[src/rtl/i2cmem_pkg.sv]
package i2cmem_pkg;
    localparam int BYTE_W = 8;

    typedef enum logic [3:0] {
        ST_IDLE,
        ST_ADDR,
        ST_ADDR_ACK,
        ST_PTR,
        ST_PTR_ACK,
        ST_WDATA,
        ST_WDATA_ACK,
        ST_RDATA,
        ST_RACK,
        ST_WAIT
    } slv_state_e;
endpackage

[src/rtl/i2cmem_line_cond.sv]
module i2cmem_line_cond #(
    parameter int SYNC_STAGES = 2
) (
    input  logic clk,
    input  logic rst_n,
    input  logic scl_i,
    input  logic sda_i,
    output logic sda_s,
    output logic scl_rise,
    output logic scl_fall,
    output logic start_det,
    output logic stop_det
);
    logic [SYNC_STAGES-1:0] scl_sh, sda_sh;
    logic scl_d, sda_d, scl_s;

    always_ff @(posedge clk or negedge rst_n) begin
        if (!rst_n) begin
            scl_sh <= '1;
            sda_sh <= '1;
            scl_d  <= 1'b1;
            sda_d  <= 1'b1;
        end else begin
            scl_sh <= {scl_sh[SYNC_STAGES-2:0], scl_i};
            sda_sh <= {sda_sh[SYNC_STAGES-2:0], sda_i};
            scl_d  <= scl_sh[SYNC_STAGES-1];
            sda_d  <= sda_sh[SYNC_STAGES-1];
        end
    end

    assign scl_s     = scl_sh[SYNC_STAGES-1];
    assign sda_s     = sda_sh[SYNC_STAGES-1];
    assign scl_rise  = scl_s & ~scl_d;
    assign scl_fall  = ~scl_s & scl_d;
    assign start_det = scl_s & scl_d & sda_d & ~sda_s;
    assign stop_det  = scl_s & scl_d & ~sda_d & sda_s;
endmodule

[src/rtl/i2cmem_store.sv]
module i2cmem_store #(
    parameter int PTR_W  = 8,
    parameter bit PRESET = 1'b1
) (
    input  logic             clk,
    input  logic             rst_n,
    input  logic             we,
    input  logic [PTR_W-1:0] waddr,
    input  logic [7:0]       wdata,
    input  logic [PTR_W-1:0] raddr,
    output logic [7:0]       rdata
);
    localparam int DEPTH = 1 << PTR_W;

    logic [7:0] mem [DEPTH];

    for (genvar g = 0; g < DEPTH; g++) begin : g_cell
        always_ff @(posedge clk or negedge rst_n) begin
            if (!rst_n)
                mem[g] <= PRESET ? 8'(g) : 8'h00;
            else if (we && (waddr == PTR_W'(g)))
                mem[g] <= wdata;
        end
    end

    assign rdata = mem[raddr];
endmodule

[src/rtl/i2cmem_slave.sv]
module i2cmem_slave
    import i2cmem_pkg::*;
#(
    parameter logic [6:0] DEV_ADDR    = 7'b1010000,
    parameter int         PTR_W       = 8,
    parameter bit         PRESET      = 1'b1,
    parameter int         SYNC_STAGES = 2
) (
    input  logic clk,
    input  logic rst_n,
    input  logic scl_i,
    input  logic sda_i,
    output logic sda_pull_o
);
    localparam int CNT_W = $clog2(BYTE_W + 1);
    localparam logic [CNT_W-1:0] CNT_FULL = CNT_W'(BYTE_W);
    localparam logic [CNT_W-1:0] CNT_LAST = CNT_W'(BYTE_W - 1);

    slv_state_e state, nxt;
    logic [CNT_W-1:0]  bit_cnt;
    logic [BYTE_W-1:0] rx_sh, tx_sh;
    logic [PTR_W-1:0]  ptr;
    logic [7:0]        rdata;
    logic sda_s, scl_rise, scl_fall, start_det, stop_det;
    logic rw_q, mack, sda_pull, mem_we, addr_hit, byte_done;

    i2cmem_line_cond #(.SYNC_STAGES(SYNC_STAGES)) u_cond (
        .clk(clk), .rst_n(rst_n), .scl_i(scl_i), .sda_i(sda_i),
        .sda_s(sda_s), .scl_rise(scl_rise), .scl_fall(scl_fall),
        .start_det(start_det), .stop_det(stop_det)
    );

    i2cmem_store #(.PTR_W(PTR_W), .PRESET(PRESET)) u_store (
        .clk(clk), .rst_n(rst_n), .we(mem_we), .waddr(ptr),
        .wdata(rx_sh), .raddr(ptr), .rdata(rdata)
    );

    assign addr_hit  = (rx_sh[7:1] == DEV_ADDR);
    assign byte_done = scl_fall && (bit_cnt == CNT_FULL);
    assign mem_we    = (state == ST_WDATA) && byte_done && !start_det && !stop_det;

    // next-state logic
    always_comb begin
        nxt = state;
        if (stop_det)       nxt = ST_IDLE;
        else if (start_det) nxt = ST_ADDR;
        else begin
            unique case (state)
                ST_IDLE:      nxt = ST_IDLE;
                ST_ADDR:      if (byte_done) nxt = addr_hit ? ST_ADDR_ACK : ST_WAIT;
                ST_ADDR_ACK:  if (scl_fall) nxt = rw_q ? ST_RDATA : ST_PTR;
                ST_PTR:       if (byte_done) nxt = ST_PTR_ACK;
                ST_PTR_ACK:   if (scl_fall) nxt = ST_WDATA;
                ST_WDATA:     if (byte_done) nxt = ST_WDATA_ACK;
                ST_WDATA_ACK: if (scl_fall) nxt = ST_WDATA;
                ST_RDATA:     if (scl_fall && bit_cnt == CNT_LAST) nxt = ST_RACK;
                ST_RACK:      if (scl_fall) nxt = mack ? ST_RDATA : ST_WAIT;
                ST_WAIT:      nxt = ST_WAIT;
                default:      nxt = ST_IDLE;
            endcase
        end
    end

    // state register
    always_ff @(posedge clk or negedge rst_n) begin
        if (!rst_n) state <= ST_IDLE;
        else        state <= nxt;
    end

    // datapath and line drive
    always_ff @(posedge clk or negedge rst_n) begin
        if (!rst_n) begin
            bit_cnt  <= '0;
            rx_sh    <= '0;
            tx_sh    <= '0;
            ptr      <= '0;
            sda_pull <= 1'b0;
            rw_q     <= 1'b0;
            mack     <= 1'b0;
        end else if (start_det || stop_det) begin
            bit_cnt  <= '0;
            sda_pull <= 1'b0;
        end else begin
            if (scl_rise) begin
                rx_sh <= {rx_sh[BYTE_W-2:0], sda_s};
                if (state inside {ST_ADDR, ST_PTR, ST_WDATA}) bit_cnt <= bit_cnt + 1'b1;
                if (state == ST_RACK) mack <= ~sda_s;
            end
            if (scl_fall) begin
                unique case (state)
                    ST_ADDR: if (bit_cnt == CNT_FULL) begin
                        bit_cnt <= '0;
                        if (addr_hit) begin
                            sda_pull <= 1'b1;
                            rw_q     <= rx_sh[0];
                        end
                    end
                    ST_ADDR_ACK: begin
                        sda_pull <= 1'b0;
                        bit_cnt  <= '0;
                        if (rw_q) begin
                            tx_sh    <= rdata;
                            sda_pull <= ~rdata[7];
                        end
                    end
                    ST_PTR: if (bit_cnt == CNT_FULL) begin
                        ptr      <= rx_sh[PTR_W-1:0];
                        sda_pull <= 1'b1;
                        bit_cnt  <= '0;
                    end
                    ST_WDATA: if (bit_cnt == CNT_FULL) begin
                        ptr      <= ptr + 1'b1;
                        sda_pull <= 1'b1;
                        bit_cnt  <= '0;
                    end
                    ST_PTR_ACK, ST_WDATA_ACK: sda_pull <= 1'b0;
                    ST_RDATA: if (bit_cnt == CNT_LAST) begin
                        sda_pull <= 1'b0;
                        ptr      <= ptr + 1'b1;
                        bit_cnt  <= '0;
                    end else begin
                        tx_sh    <= {tx_sh[BYTE_W-2:0], 1'b0};
                        sda_pull <= ~tx_sh[BYTE_W-2];
                        bit_cnt  <= bit_cnt + 1'b1;
                    end
                    ST_RACK: if (mack) begin
                        tx_sh    <= rdata;
                        sda_pull <= ~rdata[7];
                    end
                    default: ;
                endcase
            end
        end
    end

    assign sda_pull_o = sda_pull;

    assert_addr_ack_R1: assert property (@(posedge clk) disable iff (!rst_n)
        (state == ST_ADDR_ACK) |-> sda_pull_o);
    assert_wr_step_R3: assert property (@(posedge clk) disable iff (!rst_n)
        (state == ST_WDATA_ACK && $past(state) == ST_WDATA) |-> ptr == $past(ptr) + 1'b1);
    assert_rd_step_R4: assert property (@(posedge clk) disable iff (!rst_n)
        (state == ST_RACK && $past(state) == ST_RDATA) |-> ptr == $past(ptr) + 1'b1);
    assert_released_R7: assert property (@(posedge clk) disable iff (!rst_n)
        (state == ST_WAIT) |-> !sda_pull_o);
    assert_restart_R9: assert property (@(posedge clk) disable iff (!rst_n)
        start_det |=> (state == ST_ADDR && bit_cnt == '0));
    assert_stop_idle_R11: assert property (@(posedge clk) disable iff (!rst_n)
        stop_det |=> (state == ST_IDLE && !sda_pull_o));
endmodule

[config.mk]
export PLATFORM = sky130hd
export DESIGN_NAME = i2cmem_slave
export DESIGN_NICKNAME = d
export VERILOG_FILES = /design/src/rtl/i2cmem_pkg.sv /design/src/rtl/i2cmem_line_cond.sv /design/src/rtl/i2cmem_store.sv /design/src/rtl/i2cmem_slave.sv
export SDC_FILE = /design/constraint.sdc
export NUM_CORES = 2
export LEC_CHECK = 0
export ABC_AREA = 1
export ABC_CLOCK_PERIOD_IN_PS = 3100
export CORE_MARGIN = 2
export CORE_UTILIZATION = 45
export DETAILED_ROUTE_END_ITERATION = 16
export PLACE_DENSITY_LB_ADDON = 0.05
export SLEW_MARGIN = 5
export SYNTH_ARGS = -nofsm -noshare
export SYNTH_HDL_FRONTEND = slang
export SYNTH_HIERARCHICAL = 1
export SYNTH_SLANG_ARGS = --single-unit
[constraint.sdc]
create_clock -name clk -period 3.1 [get_ports clk]
set_input_delay 0.62 -clock clk [delete_from_list [all_inputs] [get_ports clk]]
set_output_delay 0.62 -clock clk [all_outputs]
set_load 0.005 [all_outputs]
==> impl_metrics.toml <==
[worst_setup_path]
crit_path_max_fanout = 42
slowest_stage = "dfrtp_4"
r2r_end = "tx_sh[2]$_DFFE_PN0P_"
cp_common_cell = "nand3_1"
critPathKind = "reg2reg"
arrival_ns = 3.88
crit_required_ns = 3.89
cp_cell_sequence = "inv_8, buf_16, buf_4, buf_12, nand2_1, nand3_1, nand3_1, nand3_1, nand3_2, nand3_1, buf_4, nand3_1, nand2_1, nand2_1, nand2_1, mux2i_1, o21ai_2"
cp-end-kind = "register"
reg2reg_from = "ptr[0]$_DFFE_PN0P_"
rrSetupSlack_ns = 0.01
start_kind = "register"
worst_path_largest_cell_delay_ns = 0.55
worstRegToRegCells = 17

[place]
dp.final_hpwl_um = 213000
dpl.cell_count = 14500
gp_congestion = 0.890
numPortBuffers = 4

[detailed_routing]
avgViaCountPerCell = 5.61
detail_route.first_pass.iterations = 6
drt-wirelength-per-cell_um = 22.0
first_iter_violations = 9155
drc = 0
num_vias = 84000
drtAntennaViolNets = 0
routed_wl_um = 330000

[layout]
final_cell_mix = "nand2_1, nand3_1, dfrtp_1"
final_common_cell = "nand2_1"
area_growth_syn_to_layout_pct = 17.5
drive_gt1_share_pct = 18.7
final_nets = 12000
finalNonFillerCells = 15000

[timing]
slew_headroom_pct = 41.5
min_period_ns = 3.09
hold_violations = 0
max_freq_mhz = 324
rsz0062_at_grt = "yes"
tns_ns = 0
finalCritPeriodShare_pct = 99.7
fin_skew_ns = 0.0486
tightest_slew_ns = 0.877
slew_violations = 0
setup_violations = 0

[synthesis]
yosys_warnings = 6
ys_seq_elements = 2088
post_synth_num_cell_types = 34
syn_inst = 11900
synth_area_per_cell_um2 = 8.07
synth_area_um2 = 96100
yosysSeqAreaShare_pct = 55.7
syn-num-nets = 11900

[floorplanning]
die_area_um2 = 217000
die_w_um = 466
die_h_um = 466
io_pins = 5
initial_core_util_pct = 45.3
core-area_um2 = 212000
rows = 169

[hold_path]
holdPathStages = 1
holdPathEnd = "u_cond/scl_sh[0]$_DFF_PN1_"
hp-class = "in2reg"
hp-start = "scl_i"

[global_routing]
grt.overflow.total = 0
grt_pass1_vias = 81900
grt_max_degree = 110
antenna_found_initial = 10
grt_use_total_pct = 30.4
grt_first_pass_wirelength_um = 513000

[power]
power_density_nw_per_um2 = 695
ir_drop_mv = 0.605
leakagePower_nw = 44.9

[clock_tree]
numCtsBuffers = 228
clock_latency_ns = 0.88
cts_sinks = 2088
cts_buffer_depth = 3
cts_tree = "done"
htree_num_levels = 4
clkTransAtPathRegs_ns = 0.06
clock-root-buffer = "clkbuf_16"

[status]
status = "complete, no violations"

[flow_run]
max_cap_violations = 0
==> worst max-delay path by stage <==
stage / from / to / slack, ns / depth (start not counted)
global placement: ptr[0]$_DFFE_PN0P_ / tx_sh[6]$_DFFE_PN0P_ / -0.07 / 18
finish: ptr[0]$_DFFE_PN0P_ / tx_sh[2]$_DFFE_PN0P_ / 0.01 / 17
global route: ptr[0]$_DFFE_PN0P_ / sda_pull_o$_DFFE_PN0P_ / -0.06 / 20
detailed placement: ptr[0]$_DFFE_PN0P_ / tx_sh[6]$_DFFE_PN0P_ / -0.06 / 17
floorplan: u_cond/scl_d$_DFF_PN1_ / u_store/mem[518]$_DFFE_PN0P_ / 0.37 / 14
CTS: ptr[0]$_DFFE_PN0P_ / tx_sh[2]$_DFFE_PN0P_ / -0.02 / 17
==> metal layers <==
metal	track usage, %	up-vias	share of wire, %
li1	-	39600	-
met1	43.6	41000	45
met2	47.5	2854	45
met3	4.20	538	6.5
met4	10.4	6	3.6
met5	0	-	0.0094
==> report_power, final <==
part,internal [mW],total (mW),switching [mW]
Combinational,6.26,22.3,16.1
Clock,16.9,28.4,11.4
Sequential,27.5,27.7,0.257
==> critical path, delay by kind of cell (launching register included) <==
kind,cells,cell delay (ns)
multiplexers,1,0.08
buffers and inverters,5,0.88
AND/OR/NAND/NOR,10,1.23
AO/OA/AOI/OAI,1,0.15
flip-flops,1,0.55
==> cells in the mapped netlist <==
cell type,n,area (um^2)
a21oi_1,123,616
buf_1,85,319
buf_12,1,20.0
buf_2,142,711
buf_4,1,7.51
buf_6,1,11.3
clkbuf_1,736,2760
clkinv_1,1,3.75
dfrtp_1,1058,26500
dfstp_2,1030,27100
ha_1,3,37.5
inv_1,81,304
inv_2,13,48.8
inv_4,1,6.26
mux2i_1,12,120
nand2_1,4357,16400
nand2_2,7,43.8
nand2_4,1,11.3
nand3_1,2041,10200
nand3_2,1,10.0
nand3_4,1,17.5
nand3b_1,2,15.0
nand4_1,7,43.8
nor2_1,200,751
nor2_2,10,62.6
nor3_2,16,160
o211ai_1,2,15.0
o211ai_4,1,21.3
o21ai_0,1051,5260
o21ai_1,911,4560
o21ai_2,7,61.3
o21bai_1,2,15.0
or2_4,1,8.76
xnor2_1,2,17.5
==> stage by stage <==
step	hold WS (ns)	total power [mW]	util, %	setup WS (ns)	instance area (um^2)
after floorplan	0.324	38.7	-	0.370	96100
after global placement	0.349	49.9	49.2	-0.0701	105000
after detailed placement	0.351	49.9	49.2	-0.0627	105000
after CTS	0.101	78.5	53.0	-0.0196	113000
after global routing	0.118	81.5	53.2	-0.0585	113000
final	0.157	78.5	53.2	0.0101	113000
==> timing repair <==
action | in CTS | in global routing
gates resized for setup | 15 | 63
endpoints found under the hold margin | 26 | 0
buffers inserted | 0 | 3
setup endpoints to repair | 6 | 63
hold buffers | 1 | 0
gates cloned | 0 | 4
pin swaps | 0 | 1
==> sequential cells by signal, summed over array words and instances, names as in the netlist, 2 cells and up <==
name and count:
bit_cnt 4, ptr 8, rx_sh 8, state 4, tx_sh 7, u_cond/scl_sh 2, u_cond/sda_sh 2, u_store/mem 2048
==> final cells by class <==
class,count,area (um^2)
Timing Repair Buffer,779,8880
Clock buffer,361,6940
Multi-Input combinational cell,8758,38600
Inverter,96,448
Antenna cell,3,7.51
Sequential cell,2088,53600
Clock inverter,75,961
Fill cell,20200,99400
Tap cell,2821,3530
==> logic make-up after synthesis <==
logic type,count (synthesis),share of synthesized area [%]
AND/OR/NAND/NOR,6644,28.8
AO/OA/AOI/OAI,2097,11.0
flip-flops,2088,55.7
buffers and inverters,1062,4.36
multiplexers,12,0.125
adder cells (fa/ha/maj),3,0.0390
XOR/XNOR,2,0.0182
(Power assumes the default switching activity.)
